File: src/rtl/fcc_pkg.sv
package fcc_pkg;

    localparam int REL_W = 4;
    localparam int SEL_W = 5;

    // bit position of each relation inside the one-hot code
    typedef enum logic [1:0] {
        REL_UNORD = 2'd0,
        REL_EQ    = 2'd1,
        REL_LT    = 2'd2,
        REL_GT    = 2'd3
    } rel_idx_e;

    // decoded compare command
    typedef struct packed {
        logic hit;        // accepted compare
        logic queued;     // queued (shift) update
        logic result;     // selected compare outcome
        logic signaling;  // signaling compare requested
        logic reject;     // compare refused
    } fcc_cmd_t;

    function automatic logic rel_is_onehot(input logic [REL_W-1:0] r);
        return (r != '0) && ((r & (r - 1'b1)) == '0);
    endfunction

    // relation bit i is qualified by selector bit i+1
    function automatic logic pick_result(input logic [REL_W-1:0] r,
                                         input logic [SEL_W-1:0] s);
        logic acc;
        acc = 1'b0;
        for (int i = 0; i < REL_W; i++) begin
            acc = acc | (r[i] & s[i+1]);
        end
        return acc;
    endfunction

endpackage

File: src/rtl/fcc_decode.sv
module fcc_decode
    import fcc_pkg::*;
#(
    parameter int Y_W   = 4,
    parameter int Q_TOP = 21,
    parameter int Q_LEN = 11,
    parameter int IDX_W = 5
) (
    input  logic             clk,
    input  logic             rst,
    input  logic             valid_i,
    input  logic [REL_W-1:0] rel_i,
    input  logic [SEL_W-1:0] sel_i,
    input  logic [Y_W-1:0]   y_i,
    output fcc_cmd_t         cmd_o,
    output logic [IDX_W-1:0] tgt_idx_o
);

    logic rel_ok;
    logic y_ok;

    always_comb begin
        rel_ok = rel_is_onehot(rel_i);
        y_ok   = (int'(y_i) <= Q_LEN);

        cmd_o.queued    = (y_i == '0);
        cmd_o.result    = pick_result(rel_i, sel_i);
        cmd_o.signaling = sel_i[0];
        cmd_o.hit       = valid_i & rel_ok & y_ok;
        cmd_o.reject    = valid_i & ~(rel_ok & y_ok);

        tgt_idx_o = IDX_W'(Q_TOP + 1 - int'(y_i));
    end

    // a compare is never both accepted and refused
    always_comb begin
        if (!rst) begin
            assert_hit_xor_reject_R9: assert (!(cmd_o.hit && cmd_o.reject));
        end
    end

    // an out-of-range target is never accepted
    assert_far_target_refused_R5: assert property (@(posedge clk) disable iff (rst)
        (valid_i && int'(y_i) > Q_LEN) |-> cmd_o.reject);

endmodule

File: src/rtl/fcc_next.sv
module fcc_next
    import fcc_pkg::*;
#(
    parameter int STATUS_W = 32,
    parameter int CUR_BIT  = 26,
    parameter int Q_TOP    = 21,
    parameter int Q_LEN    = 11,
    parameter int IDX_W    = 5
) (
    input  logic [STATUS_W-1:0] cur_i,
    input  fcc_cmd_t            cmd_i,
    input  logic [IDX_W-1:0]    tgt_idx_i,
    output logic [STATUS_W-1:0] nxt_o
);

    localparam int Q_BOT = Q_TOP - Q_LEN + 1;

    logic do_queue;
    logic do_target;

    always_comb begin
        do_queue  = cmd_i.hit & cmd_i.queued;
        do_target = cmd_i.hit & ~cmd_i.queued;
    end

    for (genvar b = 0; b < STATUS_W; b++) begin : g_bit
        if (b == CUR_BIT) begin : g_cur
            always_comb nxt_o[b] = do_queue ? cmd_i.result : cur_i[b];
        end else if (b == Q_TOP) begin : g_qtop
            always_comb begin
                if (do_queue)
                    nxt_o[b] = cur_i[CUR_BIT];
                else if (do_target && tgt_idx_i == IDX_W'(b))
                    nxt_o[b] = cmd_i.result;
                else
                    nxt_o[b] = cur_i[b];
            end
        end else if (b >= Q_BOT && b < Q_TOP) begin : g_qbody
            always_comb begin
                if (do_queue)
                    nxt_o[b] = cur_i[b+1];
                else if (do_target && tgt_idx_i == IDX_W'(b))
                    nxt_o[b] = cmd_i.result;
                else
                    nxt_o[b] = cur_i[b];
            end
        end else begin : g_keep
            always_comb nxt_o[b] = cur_i[b];
        end
    end

endmodule

File: src/rtl/fcc_queue_top.sv
module fcc_queue_top
    import fcc_pkg::*;
#(
    parameter int STATUS_W = 32,
    parameter int CUR_BIT  = 26,
    parameter int Q_TOP    = 21,
    parameter int Q_LEN    = 11,
    parameter int Y_W      = 4
) (
    input  logic                clk,
    input  logic                rst,
    input  logic                cmp_valid,
    input  logic [3:0]          cmp_rel,
    input  logic [4:0]          cmp_sel,
    input  logic [Y_W-1:0]      cmp_y,
    output logic [STATUS_W-1:0] status_o,
    output logic                signaling_o,
    output logic                err_o
);

    localparam int IDX_W = $clog2(STATUS_W);

    fcc_cmd_t            cmd;
    logic [IDX_W-1:0]    tgt_idx;
    logic [STATUS_W-1:0] status_q;
    logic [STATUS_W-1:0] status_d;
    logic                sig_q;
    logic                err_q;

    fcc_decode #(
        .Y_W   (Y_W),
        .Q_TOP (Q_TOP),
        .Q_LEN (Q_LEN),
        .IDX_W (IDX_W)
    ) u_decode (
        .clk       (clk),
        .rst       (rst),
        .valid_i   (cmp_valid),
        .rel_i     (cmp_rel),
        .sel_i     (cmp_sel),
        .y_i       (cmp_y),
        .cmd_o     (cmd),
        .tgt_idx_o (tgt_idx)
    );

    fcc_next #(
        .STATUS_W (STATUS_W),
        .CUR_BIT  (CUR_BIT),
        .Q_TOP    (Q_TOP),
        .Q_LEN    (Q_LEN),
        .IDX_W    (IDX_W)
    ) u_next (
        .cur_i     (status_q),
        .cmd_i     (cmd),
        .tgt_idx_i (tgt_idx),
        .nxt_o     (status_d)
    );

    always_ff @(posedge clk) begin
        if (rst) begin
            status_q <= '0;
            sig_q    <= 1'b0;
            err_q    <= 1'b0;
        end else begin
            status_q <= status_d;
            err_q    <= cmd.reject;
            if (cmd.hit) sig_q <= cmd.signaling;
        end
    end

    assign status_o    = status_q;
    assign signaling_o = sig_q;
    assign err_o       = err_q;

    // no strobe, no change
    assert_idle_holds_R7: assert property (@(posedge clk) disable iff (rst)
        !cmp_valid |=> $stable(status_o));

    // a non-one-hot relation leaves the word alone and flags an error
    assert_bad_rel_R6: assert property (@(posedge clk) disable iff (rst)
        (cmp_valid && !$onehot(cmp_rel)) |=> ($stable(status_o) && err_o));

    // queued compare moves the old current bit to the queue top
    assert_queue_top_R3: assert property (@(posedge clk) disable iff (rst)
        (cmp_valid && $onehot(cmp_rel) && cmp_y == '0)
            |=> status_o[Q_TOP] == $past(status_o[CUR_BIT]));

    // targeted compare flips at most one bit
    assert_target_single_R4: assert property (@(posedge clk) disable iff (rst)
        (cmp_valid && $onehot(cmp_rel) && cmp_y != '0 && int'(cmp_y) <= Q_LEN)
            |=> $countones(status_o ^ $past(status_o)) <= 1);

    // signaling flag follows the accepted compare
    assert_signal_follow_R8: assert property (@(posedge clk) disable iff (rst)
        (cmp_valid && $onehot(cmp_rel) && int'(cmp_y) <= Q_LEN)
            |=> signaling_o == $past(cmp_sel[0]));

    // no error without a strobe
    assert_err_needs_strobe_R9: assert property (@(posedge clk) disable iff (rst)
        !cmp_valid |=> !err_o);

endmodule

File: config.mk
export PLATFORM = sky130hd
export DESIGN_NAME = fcc_queue_top
export DESIGN_NICKNAME = d
export VERILOG_FILES = /design/src/rtl/fcc_pkg.sv /design/src/rtl/fcc_decode.sv /design/src/rtl/fcc_next.sv /design/src/rtl/fcc_queue_top.sv
export SDC_FILE = /design/constraint.sdc
export NUM_CORES = 1
export LEC_CHECK = 0
export BUFFER_PORTS_ARGS = -buffer_cell sky130_fd_sc_hd__buf_2
export CAP_MARGIN = 20
export CORE_MARGIN = 8
export CORE_UTILIZATION = 33
export DETAILED_ROUTE_END_ITERATION = 16
export SLEW_MARGIN = 5
export SYNTH_ARGS = -nofsm -noshare
export SYNTH_HDL_FRONTEND = slang
export SYNTH_SLANG_ARGS = --single-unit
File: constraint.sdc
create_clock -name clk -period 3.1 [get_ports clk]
set_clock_uncertainty 0.2 [all_clocks]
set_input_delay 0.31 -clock clk [delete_from_list [all_inputs] [get_ports clk]]
set_output_delay 0.31 -clock clk [all_outputs]
set_load 0.005 [all_outputs]
Word-level counts from Yosys, hierarchy flattened
Cells that the tools add are included.
{"block": "totals", "register_bits": 14, "inputBits": 16, "output_inout_bits": 34}
{"block": "classes", "addsub": 2, "n_lt_le_gt_ge": 1, "n_eq_ne": 11, "n_mux": 22, "bitwise": 16, "n_reduce_logical": 26}
{"operator": "$eq A5 B5 Y1 const B", "n": 6}
{"operator": "$eq A5 B4 Y1 const B", "n": 5}
{"operator": "$mux W1", "n": 22}
{"operator": "$reduce_bool A2 Y1", "n": 11}
{"operator": "$logic_and A1 B1 Y1", "n": 12}
{"operator": "$and A1 B1 Y1", "n": 10}
{"operator": "$logic_not A4 Y1", "n": 2}
{"operator": "$sub A5 B4 Y5 const A", "n": 1}
{"operator": "$and A4 B4 Y4", "n": 1}
{"operator": "$le A4 B4 Y1 const B", "n": 1}
{"operator": "$reduce_bool A4 Y1", "n": 1}
{"operator": "$sub A4 B1 Y4 const B", "n": 1}
{"operator": "$or A1 B1 Y1", "n": 3}
{"operator": "$not A1 Y1", "n": 2}

Logic depth before layout (Yosys ltp)
Gate-level depths: netlist (run 1).
{"block": "depth", "depth_word": 10, "depth_mapped": 6, "ltp_nobuf": 4}

Cells and area by module
From an unflattened synthesis (run 1), not the netlist that was laid out.
{"block": "hier_totals", "cells_unflattened": 177, "area_unflattened_um2": 1635.3}
{"mod": "fcc_queue_top", "instances": 1, "cells_per_inst": 72, "area_each_um2": 944.7, "seq_area_each_um2": 680.7}
{"mod": "fcc_next", "instances": 1, "cells_per_inst": 82, "area_each_um2": 534.3, "seq_area_each_um2": 0.0}
{"mod": "fcc_decode", "instances": 1, "cells_per_inst": 23, "area_each_um2": 156.4, "seq_area_each_um2": 0.0}

Worst setup path before layout (run 1)
No wires, ideal clock.
{"block": "synth_timing", "path_kind": "in2reg", "start": "input port cmp_rel[2]", "end": "register status_q[15] (netlist: status_o[15])", "arrival_ps": 1492, "setup_slack_ps": 1317, "cell_stages": 5, "cell_sequence": "or4b_4 > o311ai_2 > buf_8 > nand4_1 > a311oi_1"}
{"block": "synth_via", "elab_chain_len": 9, "elab_cells_between_ends": 16}
{"element": "start: declaration", "line": "fcc_queue_top.sv:13", "rtl": "input logic [3:0] cmp_rel,"}
{"element": "$sub A4 B1 Y4", "line": "fcc_pkg.sv:24", "rtl": "return (r != '0) && ((r & (r - 1'b1)) == '0);"}
{"element": "$and A4 B4 Y4", "line": "fcc_pkg.sv:24"}
{"element": "$logic_not A4 Y1", "line": "fcc_pkg.sv:24"}
{"element": "$logic_and A1 B1 Y1", "line": "fcc_pkg.sv:24"}
{"element": "$and A1 B1 Y1 (2 in a row)", "line": "fcc_decode.sv:29", "rtl": "cmd_o.hit = valid_i & rel_ok & y_ok;"}
{"element": "$and A1 B1 Y1", "line": "fcc_next.sv:23", "rtl": "do_target = cmd_i.hit & ~cmd_i.queued;"}
{"element": "$logic_and A1 B1 Y1", "line": "fcc_next.sv:42", "rtl": "else if (do_target && tgt_idx_i == IDX_W'(b))"}
{"element": "$reduce_bool A2 Y1 (no line)"}
{"element": "end signal: assignment", "line": "fcc_queue_top.sv:65", "rtl": "status_q <= status_d;"}
{"element": "end: declaration", "line": "fcc_queue_top.sv:25", "rtl": "logic [STATUS_W-1:0] status_q;"}
Parallel ways exist; a longest one is shown, timed or not. The select of a mux whose other input is x is not followed.
A chain may end at the register's enable or synchronous reset.

Worst setup path in the final report (run 1)
{"block": "layout_timing", "start": "input port cmp_rel[2]", "end": "register status_q[11] (netlist: status_o[11])"}
The elaborated chain is that of the path after synthesis.

==> results.md, run 1 <==
- R2R Path Start: status_o[14]$_SDFFE_PP0P_
- Via density: around 5.3
- DR WL met2: between 1000 and 1500 um
- CTS H-tree lvls: 1
- Hold_sp: cmp_sel[0]
- Status: finished clean
- Async SR Flop Fraction: 0%
- Gr usage total: between 10% and 20%
- PwrDens: between 300 and 400 nW/um2
- Distinct cells, synth: 38
- Final Hold Viols: 0
- Core ar.: roughly 3300 um2
- Row cnt: 21
- Layout cells sized above 1: 28.4%
- Initial antenna violation count: 0
- Worst-Skew Late Latency: between 0.2 and 0.3 ns
- Max Used Layer: met4
- Register area share after synthesis: 25.2%
- Drt first pass iters: 4
- Fmax: 551 MHz
- Main synth FF type: dfxtp_1
- Peak supply drop: approximately 95 uV
- Worst Max-Slew Pin Slew: between 0.5 and 0.6 ns
- Count leader, synth: buf_4
- Final Cycle Share: between 50% and 60%
- Post_cts resized: 0
- Placed cell area: about 1200 um2
- Crit path kind: input pin to flop
- Largest cells by area after synthesis: dfxtp_1 (25%), buf_4 (13%), a311oi_1 (6.3%)
- Share of Yosys cell area claimed by the top area cell type: about a quarter
- Met3 WL: between 200 and 300 um
- Cell leakage power: approximately 0.47 nW
- Clock Pin Slew Worst Setup and Hold Paths: 0.08 ns
- Largest net degree at the start of global routing: 26
- Via count of the first global-routing pass: about 970
- DR WL/cell: approximately 15 um
- Setup crit start kind: input pin
- Mapped cell area: ~1100 um2
- Reg2reg setup slack: about 1.8 ns
- Worst EP arrival: around 1.8 ns
- Die Height: ~74 um
- Hold EP: signaling_o$_SDFFE_PP0P_
- CP Capture Type: flop
- RSZ-0062 raised after global routing: false
- First-pass GRT wire length: approximately 4600 um
- Max Cap Viol: 0
- Gp weighted congestion: 0.798
- I/O Buffers: 29
- Total number of vias: 1,067
- Initial cell density of the core: 33.9%
- Ports: 50
- FF-to-FF End: status_o[13]$_SDFFE_PP0P_
- Slew HR: approximately two thirds
- Final net count: approximately 170
- M1 WL: around 1200 um
- Overflow after GRT: 0
- Flops & latches, synth: 14
- Largest area contributor in the synthesized netlist: dfxtp_1
- CTS tree: built
- Pins Over Slew Limit: 0
- DIE AREA: between 5000 and 6000 um2
- Class of the worst hold path: input pin to flop
- Number of buffers created by CTS: 3
- Remaining DRCs: 0
- Synth Warn #: 0
- Die Width: 74.1 um
- Final setup viols: 0
- Worst Reg-to-Reg Cells: 4
- CTS Hold Bufs: 0
- Number of synthesized flops with an enable pin: 0
- HPWL after DPL: about 2300 um
- Setup repair bufs after CTS: 0
- Root buf cell: clkbuf_4
- Final wirelength: around 3000 um
- Clock Path Buffers: 2
- Finished Cell Area: between 1000 and 1500 um2
- Area growth, synth to finish: 7.64%
- CTS Sinks: 14
- Cell count after synthesis: 135
- TNS Setup: 0 ns
- Antenna Nets Post-Route: 0
- Fin crit period: between 1.5 and 2 ns
- Antenna cells: 0
- Initial DRC count: 86
- Critical Path RT: just over 3 ns
- Syn avg cell area: between 8 and 9 um2
- Hold Crit Depth: 3
- CP Max Fanout: 25
- Commonest cells in the netlist: buf_4 (20), dfxtp_1 (14), a21oi_1 (9)
-- cell usage in the layout (no fill, tap or decap), drive strengths merged --
cell type and n:
buf 30, conb 20, dfxtp 14, a21oi 9, a311oi 8, nand2 7, nor3 7, a31oi 6
and3 5, xnor2 4, nor2 4, a211oi 4, nand4 4, nor4 4, a41oi 3, nand3 3
clkbuf 3, or4b 2, a22oi 2, nor2b 2, or3 2, xor2 2, o21ai 2, o311ai 1
o311a 1, nand3b 1, o21ba 1, nand2b 1, nor4b 1, a21boi 1, and2 1
-- per-stage QoR --
stage                     setup WS (ns)  total power, mW  hold WS, ns  utilization, %  instances
after floorplan                    1.32            0.278        0.182               -        154
after global placement             1.07            0.280        0.268            35.8        198
after detailed placement           1.01            0.283        0.294            35.8        198
after CTS                          1.30            0.381       0.0858            36.5        201
after global routing               1.20            0.402        0.139            36.5        201
final                              1.29            0.382       0.0853            36.5        201
-- worst max-delay path, stage by stage --
cell,delay (ns)
buf_2,0.13
or4b_4,0.54
o311ai_2,0.09
buf_4,0.29
a31oi_1,0.13
a311oi_1,0.29
-- cell families after synthesis --
logic type / after synthesis / synth area share (%)
AND/OR/NAND/NOR: 44 / 24.7
flip-flops: 14 / 25.2
XOR/XNOR: 6 / 4.72
other: 1 / 0.337
buffers and inverters: 32 / 19.7
AO/OA/AOI/OAI: 38 / 25.4
-- flip-flops by register name (all words and copies together) (netlist names) --
register and cells:
err_o 1, status_o 12, signaling_o 1
-- per-layer routing --
| layer | global-route usage, % | vias up |
|---|---|---|
| met5 | 0 | - |
| met4 | 3.77 | 0 |
| met3 | 3.64 | 4 |
| met2 | 16.9 | 45 |
| met1 | 12.2 | 504 |
| li1 | - | 514 |
-- layout make-up --
cell class / count / area (um2)
repair buffers: 30 / 153
flip-flops and latches: 14 / 280
multi-input cells: 108 / 686
fillers: 371 / 2090
clock buffers: 3 / 22.5
well taps: 46 / 57.6
-- how the worst max path moves through the flow --
| stage | slack [ns] | end | depth (start not counted) | startpoint |
|---|---|---|---|---|
| 6_report | 1.29 | status_o[11]$_SDFFE_PP0P_ | 6 | cmp_rel[2] |
| 3_3_place_gp | 1.07 | status_o[13]$_SDFFE_PP0P_ | 6 | cmp_rel[2] |
| 2_1_floorplan | 1.32 | status_o[15]$_SDFFE_PP0P_ | 5 | cmp_rel[2] |
| 4_1_cts | 1.30 | status_o[11]$_SDFFE_PP0P_ | 6 | cmp_rel[2] |
| 5_1_grt | 1.20 | status_o[11]$_SDFFE_PP0P_ | 5 | cmp_y[3] |
| 3_5_place_dp | 1.01 | status_o[11]$_SDFFE_PP0P_ | 5 | cmp_y[3] |
-- power by group --
| part | switching, mW | internal, mW |
|---|---|---|
| registers | 0.00219 | 0.183 |
| clock network | 0.0571 | 0.0450 |
| logic | 0.0634 | 0.0314 |
| total | 0.123 | 0.260 |
No activity file was read; power rests on OpenSTA's default activity.
==> inputs of run 2 (changes only) <==
Clock period 3.1 ns to 1.9 ns, I/O delays scaled along.
==> results.md, run 2 (synthesis gave the netlist of run 1 again) <==
- Initial cell density of the core: 33.9% (unchanged)
- DIE AREA: 5490 um2 (unchanged)
- Largest net degree at the start of global routing: 26 (unchanged)
- Clock Pin Slew Worst Setup and Hold Paths: 0.09 ns (about the same)
- Gr usage total: 10.6% (+0.22 points)
- Core ar.: 3280 um2 (unchanged)
- Area growth, synth to finish: 15.6%
- Final Power: 694 uW (+82%)
- Most frequent cells in the layout: buf_2 (29), conb_1 (20), dfxtp_1 (14), a21oi_1 (9), a311oi_1 (8)
- Row cnt: 21 (unchanged)
- Post-Place Cells: 205 (+3.5%)
- Final setup viols: 0 (unchanged)
- Number of buffers created by CTS: 3 (unchanged)
- PwrDens: 539 nW/um2 (+69%)
- Cell leakage power: 0.521 nW (+10%)
- Final Cycle Share: around 84%
- Placed cell area: 1240 um2 (+5.5%)
- Via count of the first global-routing pass: 1,057 (+8.9%)
- Finished Cell Area: 1290 um2 (+7.4%)
- CTS H-tree lvls: 1 (unchanged)
- Final Hold Viols: 0 (unchanged)
- I/O Buffers: 29 (unchanged)
- First-pass GRT wire length: 4750 um (+3.8%)
- CTS tree: built
- Post-place setup slack: 0.0142 ns (-0.995 ns)
- Ports: 50 (unchanged)
- DR WL/cell: 14.3 um (-1.3%)
- FILL cells: 361 (-2.7%)
- Largest register FFs: 12 (unchanged)
- RSZ-0062 raised after global routing: false
- Reg2reg setup slack: 0.64 ns (-1.16 ns)
- Final net count: 181 (+4.6%)
- Fmax: ~620 MHz
- Non-filler instance count after layout: 210 (+4.5%)
- Peak supply drop: 163 uV (+72%)
- R2R Path Start: status_o[14]$_SDFFE_PP0P_
- Die Height: 74.1 um (unchanged)
- Gp weighted congestion: 0.833 (+4.3%)
- Post_cts resized: 0 (unchanged)
- CP Capture Type: flop
- Root buf cell: clkbuf_4
- Initial antenna violation count: 0 (unchanged)
- Drt first pass iters: 4 (unchanged)
- Initial DRC count: 51 (-41%)
- Die Width: 74.1 um (unchanged)
- Status: finished clean
- Antenna cells: 0 (unchanged)
- Setup repair bufs after CTS: 0 (unchanged)
- CTS Sinks: 14 (unchanged)
- Final worst slack: 0.295 ns (-0.992 ns)
- TNS Setup: 0 ns (unchanged)
- Worst-Skew Late Latency: 0.28 ns (about the same)
- FF-to-FF End: status_o[13]$_SDFFE_PP0P_
- Total number of vias: 1,082 (+1.4%)
- Fin crit period: ~1.6 ns
- Overflow after GRT: 0 (unchanged)
- Crit path kind: input pin to flop
- Via density: 5.15 (-2.9%)
- Class of the worst hold path: input pin to flop
- Layout cells sized above 1: 31.7% (+3.3 points)
- Worst Reg-to-Reg Cells: 4 (unchanged)
- Max Cap Viol: 0 (unchanged)
- Critical Path RT: 1.88 ns (-1.20 ns)
- HPWL after DPL: 2390 um (+4.8%)
- Pins Over Slew Limit: 0 (unchanged)
- Leading cell type in the layout, fill and taps excluded: buf_2
- CP Max Fanout: 25 (unchanged)
- Setup crit start kind: input pin
- Hold_sp: cmp_valid
- Hold Crit Depth: 3 (unchanged)
- Clock Path Buffers: 2 (unchanged)
- Antenna Nets Post-Route: 0 (unchanged)
- Final wirelength: 3010 um (+3.2%)
- Hold EP: err_o$_SDFF_PP0_
- CTS Hold Bufs: 1 (+1)
- Worst EP arrival: 1.59 ns (-0.20 ns)
- Remaining DRCs: 0 (unchanged)
[run 2: worst max-delay path by stage]
stage	slack, ns	from	depth (start not counted)	end
3_3_place_gp	0.04	cmp_rel[1]	6	status_o[16]$_SDFFE_PP0P_
6_report	0.29	cmp_rel[1]	6	status_o[13]$_SDFFE_PP0P_
4_1_cts	0.30	cmp_rel[1]	6	status_o[13]$_SDFFE_PP0P_
2_1_floorplan	0.24	cmp_rel[2]	5	status_o[15]$_SDFFE_PP0P_
3_5_place_dp	0.01	cmp_rel[1]	5	status_o[21]$_SDFFE_PP0P_
5_1_grt	0.22	cmp_rel[1]	6	status_o[13]$_SDFFE_PP0P_
[run 2: where the power goes]
| part | switching [mW] | internal [mW] | total, mW |
|---|---|---|---|
| sequential | 0.00350 | 0.299 | 0.303 |
| combinational | 0.107 | 0.0660 | 0.173 |
| clock | 0.103 | 0.116 | 0.219 |
[run 2: layout make-up]
type,count,area [um2],area share [%]
Multi-Input combinational cell,108,686,53.3
Sequential cell,14,280,21.8
Timing Repair Buffer,38,228,17.7
Tap cell,46,57.6,4.47
Clock buffer,4,36.3,2.82
[run 2: worst max-delay path, cell delays in order]
cell and delay, ns:
buf_2 0.13, or4b_4 0.54, o311ai_2 0.11, buf_12 0.21
a41oi_1 0.11, a311oi_1 0.29
[run 2: routing by layer]
| layer | vias up | GRT usage [%] | wire length, um |
|---|---|---|---|
| met5 | - | 0 | 0 |
| met4 | 0 | 4.21 | 28 |
| met3 | 4 | 2.02 | 187 |
| met2 | 34 | 18.3 | 1520 |
| met1 | 515 | 12.5 | 1270 |
| li1 | 529 | - | - |
[run 2: metrics by stage]
stage,utilization (%),hold slack (ns)
2_1_floorplan,-,0.0621
3_3_place_gp,37.8,0.253
3_5_place_dp,37.8,0.255
4_1_cts,39.2,0.0397
5_1_grt,39.2,0.0611
6_report,39.2,0.0492
==> inputs of run 3 (changes only) <==
Clock period 1.9 ns to 1.4 ns, I/O delays scaled along.
==> results.md, run 3 (synthesis gave the netlist of run 1 again) <==
- PwrDens: 633 nW/um2 (+17%)
- Antenna cells: 0 (unchanged)
- Register area: 280 um2 (unchanged)
- CP Capture Type: flop
- Initial cell density of the core: 33.9% (unchanged)
- RSZ-0062 raised after global routing: true
- CTS Sinks: 14 (unchanged)
- Gp weighted congestion: 0.800 (-3.9%)
- Row cnt: 21 (unchanged)
- Worst Max-Slew Pin Slew: 0.541 ns
- HPWL after DPL: 2480 um (+3.9%)
- Final Cycle Share: 109%
- DR WL/cell: 15.7 um (+9.2%)
- Overflow after GRT: 0 (unchanged)
- CP peak stage delay: 0.61 ns (+0.07 ns)
- Reg2reg setup slack: 0.05 ns (-0.59 ns)
- CTS H-tree lvls: 1 (unchanged)
- Number of buffers created by CTS: 3 (unchanged)
- Die Height: 74.1 um (unchanged)
- Fin crit period: 1.53 ns
- Final Hold Viols: 0 (unchanged)
- Peak supply drop: 267 uV (+64%)
- Clock Path Buffers: 2 (unchanged)
- Drt first pass iters: 4 (unchanged)
- Class of the worst hold path: input pin to flop
- R2R Path Start: status_o[14]$_SDFFE_PP0P_
- Final setup viols: 13 (+13)
- Hold_sp: rst
- Via count of the first global-routing pass: 1,183 (+12%)
- Slowest CP cell: or4b_4
- Largest net degree at the start of global routing: 20 (-23%)
- Final net count: 197 (+8.8%)
- First-pass GRT wire length: 5610 um (+18%)
- Root buf cell: clkbuf_4
- Area of the multi-input gates: 808 um2 (+18%)
- Worst EP arrival: 1.48 ns (-0.11 ns)
- Critical Path RT: 1.35 ns (-0.53 ns)
- Non-filler instance count after layout: 225 (+7.1%)
- Layout cells sized above 1: 41.9% (+10 points)
- CTS tree: built
- Hold Crit Depth: 2 (-1)
- Crit path kind: input pin to flop
- Final wirelength: 3520 um (+17%)
- Most frequent cells in the layout: buf_2 (25), buf_4 (22), conb_1 (20), dfxtp_1 (14), a21oi_1 (9)
- FILL cells: 321 (-11%)
- Status: finished with violations
- DIE AREA: 5490 um2 (unchanged)
- Clock Pin Slew Worst Setup and Hold Paths: 0.09 ns (about the same)
- Final worst slack: -0.132 ns (-0.427 ns)
- Worst Reg-to-Reg Cells: 4 (unchanged)
- Die Width: 74.1 um (unchanged)
- Total number of vias: 1,203 (+11%)
- Remaining DRCs: 0 (unchanged)
- Max Cap Viol: 0 (unchanged)
- Failing checks: setup timing
- Gr usage total: 12.8% (+2.1 points)
- Largest register FFs: 12 (unchanged)
- I/O Buffers: 29 (unchanged)
- Via density: 5.35 (+3.8%)
- Post-Place Cells: 219 (+6.8%)
- Fmax: around 650 MHz
- Initial antenna violation count: 0 (unchanged)
- Pins Over Slew Limit: 0 (unchanged)
- Slew HR: a little under two thirds
- Critical-path cell list: buf_8, or4b_4, o311a_4, o21ai_4, a311oi_2
- Post-Route Utilization: 46.3% (+7.1 points)
- FF-to-FF End: status_o[13]$_SDFFE_PP0P_
- Ports: 50 (unchanged)
- Initial DRC count: 122 (+140%)
- Leading cell type in the layout, fill and taps excluded: buf_2
- Setup repair bufs after CTS: 0 (unchanged)
- Cell leakage power: 0.628 nW (+21%)
- Area growth, synth to finish: 36.6%
- Core ar.: 3280 um2 (unchanged)
- Hold EP: signaling_o$_SDFFE_PP0P_
- Setup crit start kind: input pin
- Worst-Skew Late Latency: 0.28 ns (about the same)
- CP Max Fanout: 8 (-68%)
- Antenna Nets Post-Route: 0 (unchanged)
## run 3: cell count changes in the layout (fill, tap and decap cells not counted), moves of 4 or more
cell | previous run | this run
buf_4 | 7 | 22
buf_2 | 29 | 25
a311oi_2 | 0 | 4
a311oi_1 | 8 | 4
## run 3: area by class of cell
| type | count | share of cell area [%] |
|---|---|---|
| clock buffer | 3 | 1.48 |
| multi-input combinational | 110 | 53.1 |
| sequential | 14 | 18.4 |
| tap | 46 | 3.78 |
| timing repair buffer | 52 | 23.2 |
## run 3: how the worst max path moves through the flow
stage	startpoint	to	slack (ns)	cells after the start
3_3_place_gp	cmp_rel[0]	status_o[20]$_SDFFE_PP0P_	-0.43	5
2_1_floorplan	cmp_rel[3]	status_o[15]$_SDFFE_PP0P_	-0.16	5
5_1_grt	cmp_rel[3]	status_o[13]$_SDFFE_PP0P_	-0.13	5
3_5_place_dp	cmp_rel[0]	status_o[12]$_SDFFE_PP0P_	-0.50	5
4_1_cts	cmp_rel[0]	status_o[11]$_SDFFE_PP0P_	-0.09	5
6_report	cmp_rel[3]	status_o[11]$_SDFFE_PP0P_	-0.13	5
## run 3: metrics by stage
| step | area [um2] | TNS (ns) | hold slack [ns] | setup WS (ns) | power (mW) |
|---|---|---|---|---|---|
| 2_1_floorplan | 1200 | -1.59 | 0.0121 | -0.161 | 0.622 |
| 3_3_place_gp | 1350 | -5.43 | 0.209 | -0.432 | 0.676 |
| 3_5_place_dp | 1350 | -6.20 | 0.212 | -0.495 | 0.683 |
| 4_1_cts | 1490 | -0.735 | 0.0258 | -0.0865 | 0.951 |
| 5_1_grt | 1520 | -1.29 | 0.0604 | -0.133 | 1.02 |
| 6_report | 1520 | -1.06 | 0.0448 | -0.132 | 0.963 |
## run 3: power by group
part           internal, mW  switching [mW]
clock                0.0997           0.133
combinational         0.137           0.183
sequential            0.406         0.00467
## run 3: timing repair
action | CTS | global route
endpoints found under the setup margin | 14 | 13
pin swaps | 10 | 7
endpoints found under the hold margin | 1 | 0
hold buffers | 1 | 0
gates cloned | 2 | 0
resized for setup | 14 | 6
## run 3: worst max-delay path, delay by kind of cell
family	cells	cell delay [ns]
AO/OA/AOI/OAI	3	0.63
buffers and inverters	1	0.10
AND/OR/NAND/NOR	1	0.61
## run 3: metal layers
metal  vias up  global-route usage [%]  share of wire, %
met2        51                    22.1                50
met3        13                    1.89               7.1
met5         -                       0                 0
met4         0                    5.10               2.6
li1        569                       -                 -
met1       570                    15.3                40
